--- src/rtl/flowctl_pkg.sv ---
// Shared sizing for the flow controller.
// Assumes a receive FIFO whose depth fits the fill count width derived here.
package flowctl_pkg;
    localparam int unsigned FIFO_DEPTH  = 64;
    localparam int unsigned FIELD_W     = 4;
    localparam int unsigned LVL_SHIFT   = 2;
    localparam int unsigned SYNC_STAGES = 2;
    localparam int unsigned FILL_W      = $clog2(FIFO_DEPTH + 1);
    localparam logic [2*FIELD_W-1:0] THR_RESET = {{FIELD_W{1'b0}}, {FIELD_W{1'b1}}};
endpackage

--- src/rtl/flowctl_thresh_reg.sv ---
// Threshold register: {resume, halt}, each FIELD_W bits wide.
// Assumes the write strobe is one clock wide. Writes are dropped while enh_en is low.
module flowctl_thresh_reg #(
    parameter int unsigned FIELD_W = 4,
    parameter logic [2*FIELD_W-1:0] RESET_VAL = '0
) (
    input  logic                 clk,
    input  logic                 rst_n,
    input  logic                 wr_en,
    input  logic                 enh_en,
    input  logic [2*FIELD_W-1:0] wdata,
    output logic [2*FIELD_W-1:0] q
);
    // Load on a gated write, otherwise hold.
    always_ff @(posedge clk) begin
        if (!rst_n)               q <= RESET_VAL;
        else if (wr_en && enh_en) q <= wdata;
    end
endmodule

--- src/rtl/flowctl_rts_hyst.sv ---
// RTS driver with a hysteresis window between a halt level and a resume level.
// Assumes the levels are already scaled to characters. Halt wins on overlap.
// The state stays "halted" while auto mode is off, so turning auto mode on
// mid-window keeps the far end stopped until the FIFO drains.
module flowctl_rts_hyst #(
    parameter int unsigned FILL_W = 7
) (
    input  logic              clk,
    input  logic              rst_n,
    input  logic              auto_en,
    input  logic              sw_rts,
    input  logic [FILL_W-1:0] fill,
    input  logic [FILL_W-1:0] halt_lvl,
    input  logic [FILL_W-1:0] resume_lvl,
    output logic              rts_n,
    output logic              chg_evt
);
    logic halted;
    logic halted_nxt;
    logic rts_nxt;

    // Next hysteresis state: halt first, then resume, otherwise hold.
    always_comb begin
        if (fill >= halt_lvl)        halted_nxt = 1'b1;
        else if (fill <= resume_lvl) halted_nxt = 1'b0;
        else                         halted_nxt = halted;
        rts_nxt = auto_en ? halted_nxt : ~sw_rts;
    end

    // An RTS change under auto mode is a flag event.
    assign chg_evt = auto_en && (rts_nxt != rts_n);

    // Register the hysteresis state and the pin.
    always_ff @(posedge clk) begin
        if (!rst_n) begin
            halted <= 1'b1;
            rts_n  <= 1'b1;
        end else begin
            halted <= auto_en ? halted_nxt : 1'b1;
            rts_n  <= rts_nxt;
        end
    end
endmodule

--- src/rtl/flowctl_cts_gate.sv ---
// CTS synchroniser and transmit-start gate with edge detection.
// Assumes cts_n is asynchronous. The synchroniser resets to "not clear" (1).
// Only new character starts are gated, so a character in flight completes.
module flowctl_cts_gate #(
    parameter int unsigned SYNC_STAGES = 2
) (
    input  logic clk,
    input  logic rst_n,
    input  logic auto_en,
    input  logic cts_n,
    output logic tx_start_ok,
    output logic edge_evt
);
    logic [SYNC_STAGES-1:0] sync_q;
    logic                   prev_q;
    logic                   cts_s;

    assign cts_s = sync_q[SYNC_STAGES-1];

    // Shift the pin through the synchroniser chain.
    always_ff @(posedge clk) begin
        if (!rst_n) sync_q <= '1;
        else        sync_q <= {sync_q[SYNC_STAGES-2:0], cts_n};
    end

    // Remember the last synchronised value for edge detection.
    always_ff @(posedge clk) begin
        if (!rst_n) prev_q <= 1'b1;
        else        prev_q <= cts_s;
    end

    assign tx_start_ok = ~auto_en | ~cts_s;
    assign edge_evt    = auto_en && (cts_s != prev_q);
endmodule

--- src/rtl/flowctl_top.sv ---
// Automatic RTS/CTS flow controller for one UART channel.
// Assumes rx_fill comes from the receive FIFO in the same clock domain.
module flowctl_top
    import flowctl_pkg::*;
#(
    parameter int unsigned P_DEPTH   = FIFO_DEPTH,
    parameter int unsigned P_FIELD_W = FIELD_W,
    parameter int unsigned P_SHIFT   = LVL_SHIFT,
    parameter int unsigned P_SYNC    = SYNC_STAGES,
    localparam int unsigned P_FILL_W = $clog2(P_DEPTH + 1),
    localparam int unsigned P_PAD    = P_FILL_W - P_FIELD_W - P_SHIFT
) (
    input  logic                   clk,
    input  logic                   rst_n,
    input  logic                   cfg_we,
    input  logic [2*P_FIELD_W-1:0] cfg_wdata,
    input  logic                   enh_en,
    input  logic                   auto_rts_en,
    input  logic                   auto_cts_en,
    input  logic                   sw_rts,
    input  logic                   rts_irq_en,
    input  logic [P_FILL_W-1:0]    rx_fill,
    input  logic                   cts_n,
    input  logic                   stat_rd,
    output logic [2*P_FIELD_W-1:0] thr_q,
    output logic                   rts_n,
    output logic                   tx_start_ok,
    output logic                   irq_rts,
    output logic                   irq_cts,
    output logic                   irq
);
    logic [P_FILL_W-1:0] halt_lvl;
    logic [P_FILL_W-1:0] resume_lvl;
    logic                rts_evt;
    logic                cts_evt;

    flowctl_thresh_reg #(.FIELD_W(P_FIELD_W), .RESET_VAL({{P_FIELD_W{1'b0}}, {P_FIELD_W{1'b1}}})) u_thr (
        .clk(clk), .rst_n(rst_n), .wr_en(cfg_we), .enh_en(enh_en),
        .wdata(cfg_wdata), .q(thr_q)
    );

    // Scale each field to a character level.
    generate
        if (P_PAD > 0) begin : g_pad
            assign halt_lvl   = {{P_PAD{1'b0}}, thr_q[P_FIELD_W-1:0], {P_SHIFT{1'b0}}};
            assign resume_lvl = {{P_PAD{1'b0}}, thr_q[2*P_FIELD_W-1:P_FIELD_W], {P_SHIFT{1'b0}}};
        end else begin : g_nopad
            assign halt_lvl   = {thr_q[P_FIELD_W-1:0], {P_SHIFT{1'b0}}};
            assign resume_lvl = {thr_q[2*P_FIELD_W-1:P_FIELD_W], {P_SHIFT{1'b0}}};
        end
    endgenerate

    flowctl_rts_hyst #(.FILL_W(P_FILL_W)) u_rts (
        .clk(clk), .rst_n(rst_n), .auto_en(auto_rts_en), .sw_rts(sw_rts),
        .fill(rx_fill), .halt_lvl(halt_lvl), .resume_lvl(resume_lvl),
        .rts_n(rts_n), .chg_evt(rts_evt)
    );

    flowctl_cts_gate #(.SYNC_STAGES(P_SYNC)) u_cts (
        .clk(clk), .rst_n(rst_n), .auto_en(auto_cts_en), .cts_n(cts_n),
        .tx_start_ok(tx_start_ok), .edge_evt(cts_evt)
    );

    // Sticky flags: a new event wins over a simultaneous clear.
    always_ff @(posedge clk) begin
        if (!rst_n) begin
            irq_rts <= 1'b0;
            irq_cts <= 1'b0;
        end else begin
            irq_rts <= (irq_rts & ~stat_rd) | (rts_evt & rts_irq_en);
            irq_cts <= (irq_cts & ~stat_rd) | cts_evt;
        end
    end

    assign irq = irq_rts | irq_cts;
endmodule

--- config.mk ---
export PLATFORM = sky130hd
export DESIGN_NAME = flowctl_top
export DESIGN_NICKNAME = d
export VERILOG_FILES = /design/src/rtl/flowctl_pkg.sv /design/src/rtl/flowctl_thresh_reg.sv /design/src/rtl/flowctl_rts_hyst.sv /design/src/rtl/flowctl_cts_gate.sv /design/src/rtl/flowctl_top.sv
export SDC_FILE = /design/constraint.sdc
export NUM_CORES = 1
export LEC_CHECK = 0
export BUFFER_PORTS_ARGS = -buffer_cell sky130_fd_sc_hd__buf_2
export CORE_MARGIN = 2
export CORE_UTILIZATION = 29
export DETAILED_ROUTE_END_ITERATION = 6
export GPL_ROUTABILITY_DRIVEN = 1
export PLACE_DENSITY = 0.61
export SLEW_MARGIN = 15
export SYNTH_ARGS = -nofsm -noshare
export SYNTH_HDL_FRONTEND = slang
export SYNTH_SLANG_ARGS = --single-unit
--- constraint.sdc ---
create_clock -name clk -period 2.9 [get_ports clk]
set_input_delay 0.145 -clock clk [delete_from_list [all_inputs] [get_ports clk]]
set_output_delay 0.145 -clock clk [all_outputs]
set_load 0.01 [all_outputs]
## After elaboration in Yosys (flattened, before gate mapping)

Index checks and enable logic that the tools add are counted.

- $lt $le $gt $ge: 2
- Reductions and logical operators: 4
- Equal/unequal tests: 2
- Bitwise gates (word level): 11
- Muxes and demuxes: 3

Operator list:

| cell | number |
|---|---|
| $ge 7x6->1 | 1 |
| $le 7x6->1 | 1 |
| $not 1->1 | 4 |
| $or 1x1->1 | 4 |
| $and 1x1->1 | 3 |
| $logic_and 1x1->1 | 3 |
| $mux 1 | 3 |
| $ne 1x1->1 | 2 |
| $reduce_and 2->1 | 1 |

- Input port bits: 25
- Logic and storage cells: 29
- Bits in registers: 15
- Output and inout bits: 13

## Longest topological paths before layout

Gate-level depths: netlist (run 1).

- Depth in word-level cells: 8
- Mapped depth: 7

## By module

Synthesis (run 1) repeated with hierarchy kept, for this count alone.

- Cell total of the unflattened synthesis: 108
- Area total of the unflattened synthesis: 960.9 um2

Modules (own cells, without submodules):

| module | cells an instance | area each (um2) | seq. area each (um2) | times used |
|---|---|---|---|---|
| flowctl_rts_hyst | 53 | 417.9 | 40.0 | 1 |
| flowctl_thresh_reg | 37 | 364.1 | 160.2 | 1 |
| flowctl_cts_gate | 9 | 97.6 | 60.1 | 1 |
| flowctl_top | 9 | 81.3 | 40.0 | 1 |

## Least setup slack after synthesis (run 1)

Ideal clock, no wire load.

- Path kind: reg-to-reg
- Start: reg u_thr.q[5]
- End: reg irq_rts
- Stages on the path, launching flop included: 8
- Data required time: 2.813 ns
- Slack: 1.251 ns
- Arrival time: 1.562 ns
- Path through: dfxtp_1 -> inv_1 -> ha_1 -> and2b_2 -> o211ai_1 -> a21oi_1 -> o31a_1 -> o31ai_1

- Cells in the longest elaborated chain, start to end: 8

Ends and longest elaborated chain:

| item | line | RTL |
|---|---|---|
| start: declaration | flowctl_thresh_reg.sv:12 | `output logic [2*FIELD_W-1:0] q` |
| start signal: assignment | flowctl_thresh_reg.sv:17 | `else if (wr_en && enh_en) q <= wdata;` |
| $le 7x6->1 | flowctl_rts_hyst.sv:25 | `else if (fill <= resume_lvl) halted_nxt = 1'b0;` |
| $mux 1 | flowctl_rts_hyst.sv:25 |  |
| $mux 1 | flowctl_rts_hyst.sv:24 | `if (fill >= halt_lvl) halted_nxt = 1'b1;` |
| $mux 1 | flowctl_rts_hyst.sv:27 | `rts_nxt = auto_en ? halted_nxt : ~sw_rts;` |
| $ne 1x1->1 | flowctl_rts_hyst.sv:31 | `assign chg_evt = auto_en && (rts_nxt != rts_n);` |
| $logic_and 1x1->1 | flowctl_rts_hyst.sv:31 |  |
| $and 1x1->1 | flowctl_top.sv:70 | `irq_rts <= (irq_rts & ~stat_rd) \| (rts_evt & rts_irq_en);` |
| $or 1x1->1 | flowctl_top.sv:70 |  |
| end signal: assignment | flowctl_top.sv:70 |  |
| end: declaration | flowctl_top.sv:28 | `output logic irq_rts,` |

Every way passes these cells.
A chain may end at the register's enable or synchronous reset.

## Worst setup path in the final report (run 1)

Same ends and word-level chain as after synthesis.

==> impl_metrics.tcl, run 1 <==
set metrics [dict create \
    avgSynthCellArea_um2 8.47 \
    cpPeakStageDelay_ns 0.36 \
    wire_per_inst_um 10.1 \
    die_w_um 54.7 \
    grt_overflow 0 \
    hp-start "cts_n" \
    critical_path_peak_fanout 3 \
    drc 0 \
    ys_seq_area_share_pct 40.3 \
    place_ws_ns 1.22 \
    tritoncts "done" \
    crit_path_cell_trace "inv_1, ha_1, and2b_2, o211ai_1, a21oi_1, o31a_1, o31ai_1" \
    diodes 0 \
    clock_skew_ns 0.00678 \
    maxSlewHeadroom_pct 74.5 \
    clock_sinks 15 \
    num_io_pins 38 \
    hold_depth 2 \
    status "finished clean" \
    path_clk_slew_ns 0.09 \
    max_freq_mhz 588 \
    cts_resized 0 \
    maxSlewViolCount 0 \
    start_util_pct 30.4 \
    drtIter0Drc 7 \
    endpoint_kind "flip-flop" \
    routed_via_density 4.70 \
    start_kind "flip-flop" \
    track_usage_pct 12.8 \
    synthTopCellsByArea "dfxtp_1, ha_1, nand2_1, a21boi_0, o211ai_1" \
    fin_tns_setup_ns 0 \
    synth_cell_types 27 \
    h-tree-depth 1 \
    r2r_slack_ns 1.20 \
    synthArstFlopShare_pct 0 \
    cap_viol_max_count 0 \
    worstSetupPathType "flip-flop to flip-flop" \
    yosys.area.top_type "dfxtp_1" \
    ir_drop_v 0.000314 \
    grt_pass1_vias 668 \
    fin_crit_ns 1.70 \
    hold_path.class "input port to flip-flop" \
    crit_required_ns 3.10 \
    worst_slew_pin_slew_ns 0.383 \
    synth_edf_count 0 \
    synth_ff_type "dfxtp_1" \
    syn_area_um2 746 \
    postRouteAntennaNets 0 \
    grt_max_degree 17 \
    area_delta_synth_final_pct 32.4 \
    die_area_um2 2990 \
    drive_gt1_share_pct 33.1 \
    fin_nets 161 \
    layout_commonest_cell "buf_2" \
    hold_viol 0 \
    critPathArrivalTime_ns 1.90 \
    reg2reg_from "u_thr.q[5]" \
    layout_common_cells "buf_2, nand2_1, dfxtp_1" \
    finalWorstSetupSlack_ns 1.20 \
    leakagePower_uw 0.000475 \
    gp_congestion 0.753 \
    dp_hpwl_um 1310 \
    rows 18 \
    synth_top_area_share_pct 40.3 \
    cts-root-buf "clkbuf_4" \
    coreArea_um2 2450 \
    syn-num-nets 121 \
    vias 738 \
    ctsHoldBuffers 0 \
    dr.pass1.iters 4 \
    crit_slowest_cell "dfxtp_1" \
    totalWireLength_um 1580 \
    whs_endpoint "u_cts.sync_q[0]" \
    die_h_um 54.7 \
    setup_viol 0 \
    r2r_cells 7 \
    io_buffers 37 \
    post_cts.repair.setup_buffers 0 \
    syn_inst 88 \
    rsz0062_at_grt "no" \
    grt_first_pass_wirelength_um 2730 \
    ys.warnings.count 0 \
    p_per_area_nw_per_um2 429 \
    utilization_pct 40.2 \
    antenna_found_initial 0 \
    ys_seq_elements 15 \
    min_period_over_period_pct 58.6 \
    clk_latency_ns 0.29 \
    cts_buffers 3 \
    clockBufferDepth 2 \
    rr_endpoint "irq_rts" \
]
registers in the layout, indices dropped and copies added, names as in the netlist:
name	cells
u_rts.halted	1
u_rts.rts_n	1
u_cts.sync_q	2
u_thr.q	8
irq_rts	1
u_cts.prev_q	1
irq_cts	1
critical path: cells and delay by family, from the launching register on:
family,cells,cell delay (ns)
compound gates,4,0.73
fa+ha+maj,1,0.28
buf+inv,1,0.05
flops,1,0.36
simple gates,1,0.19
kinds of logic (layout without fill, tap and decap cells):
logic type | after synthesis | after routing | synth area share, %
and+or+nand+nor | 39 | 39 | 25.8
AOI/OAI and AO/OA | 16 | 16 | 14.8
DFF | 15 | 15 | 40.3
buffers and inverters | 9 | 48 | 4.53
adders and majority gates | 8 | 8 | 13.4
xor gates and xnor gates | 1 | 1 | 1.17
cells in the mapped netlist, types with 2 or more instances:
| cell | n |
|---|---|
| nor2_1 | 2 |
| nor2b_1 | 3 |
| nand4_1 | 2 |
| a21boi_0 | 4 |
| ha_1 | 8 |
| dfxtp_1 | 15 |
| nand2_1 | 19 |
| a21oi_1 | 3 |
| inv_1 | 7 |
| o211ai_1 | 4 |
| clkbuf_1 | 2 |
| nand3_1 | 2 |
| nand2b_1 | 3 |
worst max path at each step:
stage	startpoint	endpoint	slack, ns	cells after the start
final	u_thr.q[5]	irq_rts	1.20	7
after global routing	u_thr.q[1]	irq_rts	1.04	7
after CTS	u_thr.q[5]	irq_rts	1.19	7
after detailed placement	u_thr.q[5]	irq_rts	1.22	7
after global placement	u_thr.q[5]	irq_rts	1.26	7
after floorplan	u_thr.q[5]	irq_rts	1.25	7
metal layers:
metal / GRT usage [%] / vias up / wire length, µm
met5: 0 / - / 0
met4: 8.75 / 0 / 43
met3: 1.64 / 5 / 65
met2: 21.2 / 19 / 830
met1: 15.3 / 337 / 640
li1: - / 377 / -
metrics by stage:
stage | std cells | area, µm² | total power (µW) | hold WS (ns)
floorplan | 88 | 746 | 272 | 0.218
global placement | 153 | 961 | 307 | 0.328
detailed placement | 153 | 961 | 309 | 0.331
CTS | 157 | 987 | 430 | 0.0332
global route | 157 | 987 | 452 | 0.0554
finish | 157 | 987 | 424 | 0.0410
report_power, final:
part,internal [µW],switching [µW],leakage (µW),total [µW]
Combinational,40.0,41.6,0.000337,81.5
Sequential,216,5.74,0.000123,222
Clock,53.5,66.8,0.0000150,120
Total,310,114,0.000475,424
cell type report:
cell class,instances,area (µm²)
Inverter,7,26.3
Fill cell,268,1470
Tap cell,30,37.5
Clock buffer,4,26.3
Sequential cell,15,300
Multi-Input combinational cell,64,412
Timing Repair Buffer,37,185
No activity file was read; power rests on OpenSTA's default activity.
==> run 2: changes to the inputs <==
clock period = 1.7 ns   (was 2.9 ns; I/O delays follow)
==> run 2 against run 1 <==
  * Clock power rose by 72%
  * Routed wire length up 3.7%
  * Worst setup slack worse by 1.1 ns
  * Worst hold slack worse by 0.013 ns
  * Maximum frequency is 3.3% higher
  * Clock skew fell by 0.0015 ns
  * Critical path depth unchanged
  * Register-to-register slack got worse by 1.1 ns
  * Via count is 1.5% lower
  * Non-clock buffer count is 3 higher
  * Highest routed layer unchanged
==> impl_metrics.tcl, run 2 (synthesis results as in run 1) <==
set metrics [dict create \
    status "finished clean" \
    area_delta_synth_final_pct 41.8 \
    cp.depth 7 \
    seq_area_um2 303 \
    layout_commonest_cell "buf_2" \
    maxSlewViolCount 0 \
    crit_required_ns 1.90 \
    track_usage_pct 11.7 \
    n_fill_cell 240 \
    grt_max_degree 17 \
    p_per_area_nw_per_um2 701 \
    maxSlewHeadroom_pct 74.0 \
    power_uw 741 \
    clock_sinks 15 \
    cap_viol_max_count 0 \
    min_period_over_period_pct 96.9 \
    r2r_slack_ns 0.05 \
    start_kind "flip-flop" \
    ir_drop_v 0.000507 \
    utilization_pct 43.1 \
    critical_path_peak_fanout 3 \
    dr.pass1.iters 4 \
    rows 18 \
    dp_hpwl_um 1310 \
    start_util_pct 30.4 \
    antenna_found_initial 0 \
    crit_family "compound AO/OA/AOI/OAI gates" \
    cts-root-buf "clkbuf_4" \
    routed_via_density 4.54 \
    grt_first_pass_wirelength_um 2540 \
    path_buf_inv 1 \
    diodes 0 \
    fin_tns_setup_ns 0 \
    clk_latency_ns 0.28 \
    cts_buffers 3 \
    grt_pass1_vias 628 \
    rr_endpoint "irq_rts" \
    worst_slew_pin_slew_ns 0.390 \
    clock_skew_ns 0.00531 \
    h-tree-depth 1 \
    die_w_um 54.7 \
    cpPeakStageDelay_ns 0.35 \
    io_buffers 37 \
    fin_nets 164 \
    drtIter0Drc 2 \
    endpoint_kind "flip-flop" \
    crit_path_end "irq_rts" \
    grt_overflow 0 \
    critPathArrivalTime_ns 1.85 \
    reg2reg_from "u_thr.q[5]" \
    die_area_um2 2990 \
    hold_viol 0 \
    coreArea_um2 2450 \
    rsz0062_at_grt "yes" \
    setup_viol 0 \
    drive_gt1_share_pct 40.0 \
    layout_common_cells "buf_2, nand2_1, dfxtp_1" \
    clockBufferDepth 2 \
    whs_ns 0.0277 \
    tritoncts "done" \
    path_clk_slew_ns 0.10 \
    fin_crit_ns 1.65 \
    num_io_pins 38 \
    totalWireLength_um 1640 \
    max_freq_mhz 607 \
    vias 727 \
    wire_per_inst_um 10.2 \
    hold_path.class "input port to flip-flop" \
    die_h_um 54.7 \
    regMostFlops "u_thr.q" \
    r2r_cells 7 \
    crit_path_cell_trace "inv_2, ha_4, and2b_2, o211ai_1, a21oi_2, o31a_1, o31ai_1" \
    multi_input_area_um2 450 \
    postRouteAntennaNets 0 \
    cp-startpoint "u_thr.q[5]" \
    crit_slowest_cell "dfxtp_2" \
    worstSetupPathType "flip-flop to flip-flop" \
    largest_reg_flops 8 \
    leakagePower_uw 0.000495 \
    drc 0 \
    reg.largest.list "u_thr.q (8), u_cts.sync_q (2)" \
    gp_congestion 0.740 \
]
==> run 2: cell types whose count changed in the layout (fill, tap and decap cells not counted), sizes merged <==
cell / previous run / this run
dlygate4sd3: 0 / 2
clkinv: 0 / 1
clkbuf: 4 / 3
buf: 37 / 38
==> run 2: repair_timing <==
action	4_1_cts	5_1_grt
cloned	0	0
pin swaps	0	6
setup buffers	0	1
hold buffers	2	0
setup endpoints to repair	1	2
endpoints found under the hold margin	2	0
gates resized for setup	1	7
==> run 2: worst min path at each step <==
stage,from,endpoint,slack (ns),depth (start not counted)
finish,cfg_wdata[3],u_thr.q[3],0.03,3
global route,cfg_wdata[2],u_thr.q[2],0.02,3
CTS,cfg_wdata[2],u_thr.q[2],0.01,3
detailed placement,cts_n,u_cts.sync_q[0],0.27,2
global placement,cts_n,u_cts.sync_q[0],0.27,2
floorplan,rst_n,u_cts.sync_q[0],0.16,1
==> run 2: layer usage <==
metal	part of all wire [%]	global-route usage, %	vias up
li1	-	-	389
met1	45	13.9	320
met2	49	19.6	16
met3	5.4	2.19	2
met4	0.67	6.25	0
met5	0	0	-
==> run 2: per-stage QoR <==
| stage | setup slack, ns | cells | instance area, µm² |
|---|---|---|---|
| after global placement | 0.0647 | 153 | 961 |
| after global routing | -0.0508 | 160 | 1060 |
| after CTS | 0.0149 | 159 | 1010 |
| after detailed placement | 0.0105 | 153 | 961 |
| final | 0.0534 | 160 | 1060 |
| after floorplan | 0.0507 | 88 | 746 |
==> run 2: power by group <==
group	leakage [µW]	total, µW	switching (µW)	internal (µW)
sequential	0.000123	379	9.63	369
combinational	0.000354	155	77.4	77.7
clock	0.0000177	207	120	87.2
==> run 2: worst register-to-register path, delay by kind of cell, from the launching register on <==
family                     cells  cell delay, ns
AOI/OAI and AO/OA              4            0.80
adders and majority gates      1            0.20
buffers and inverters          1            0.04
DFF                            1            0.35
and+or+nand+nor                1            0.18
==> run 2: final cells by class <==
| type | instances | area share, % |
|---|---|---|
| Multi-Input combinational cell | 64 | 42.6 |
| Sequential cell | 15 | 28.6 |
| Timing Repair Buffer | 40 | 20.1 |
| Tap cell | 30 | 3.55 |
| Inverter | 7 | 2.49 |
| Clock buffer | 3 | 2.13 |
| Clock inverter | 1 | 0.473 |
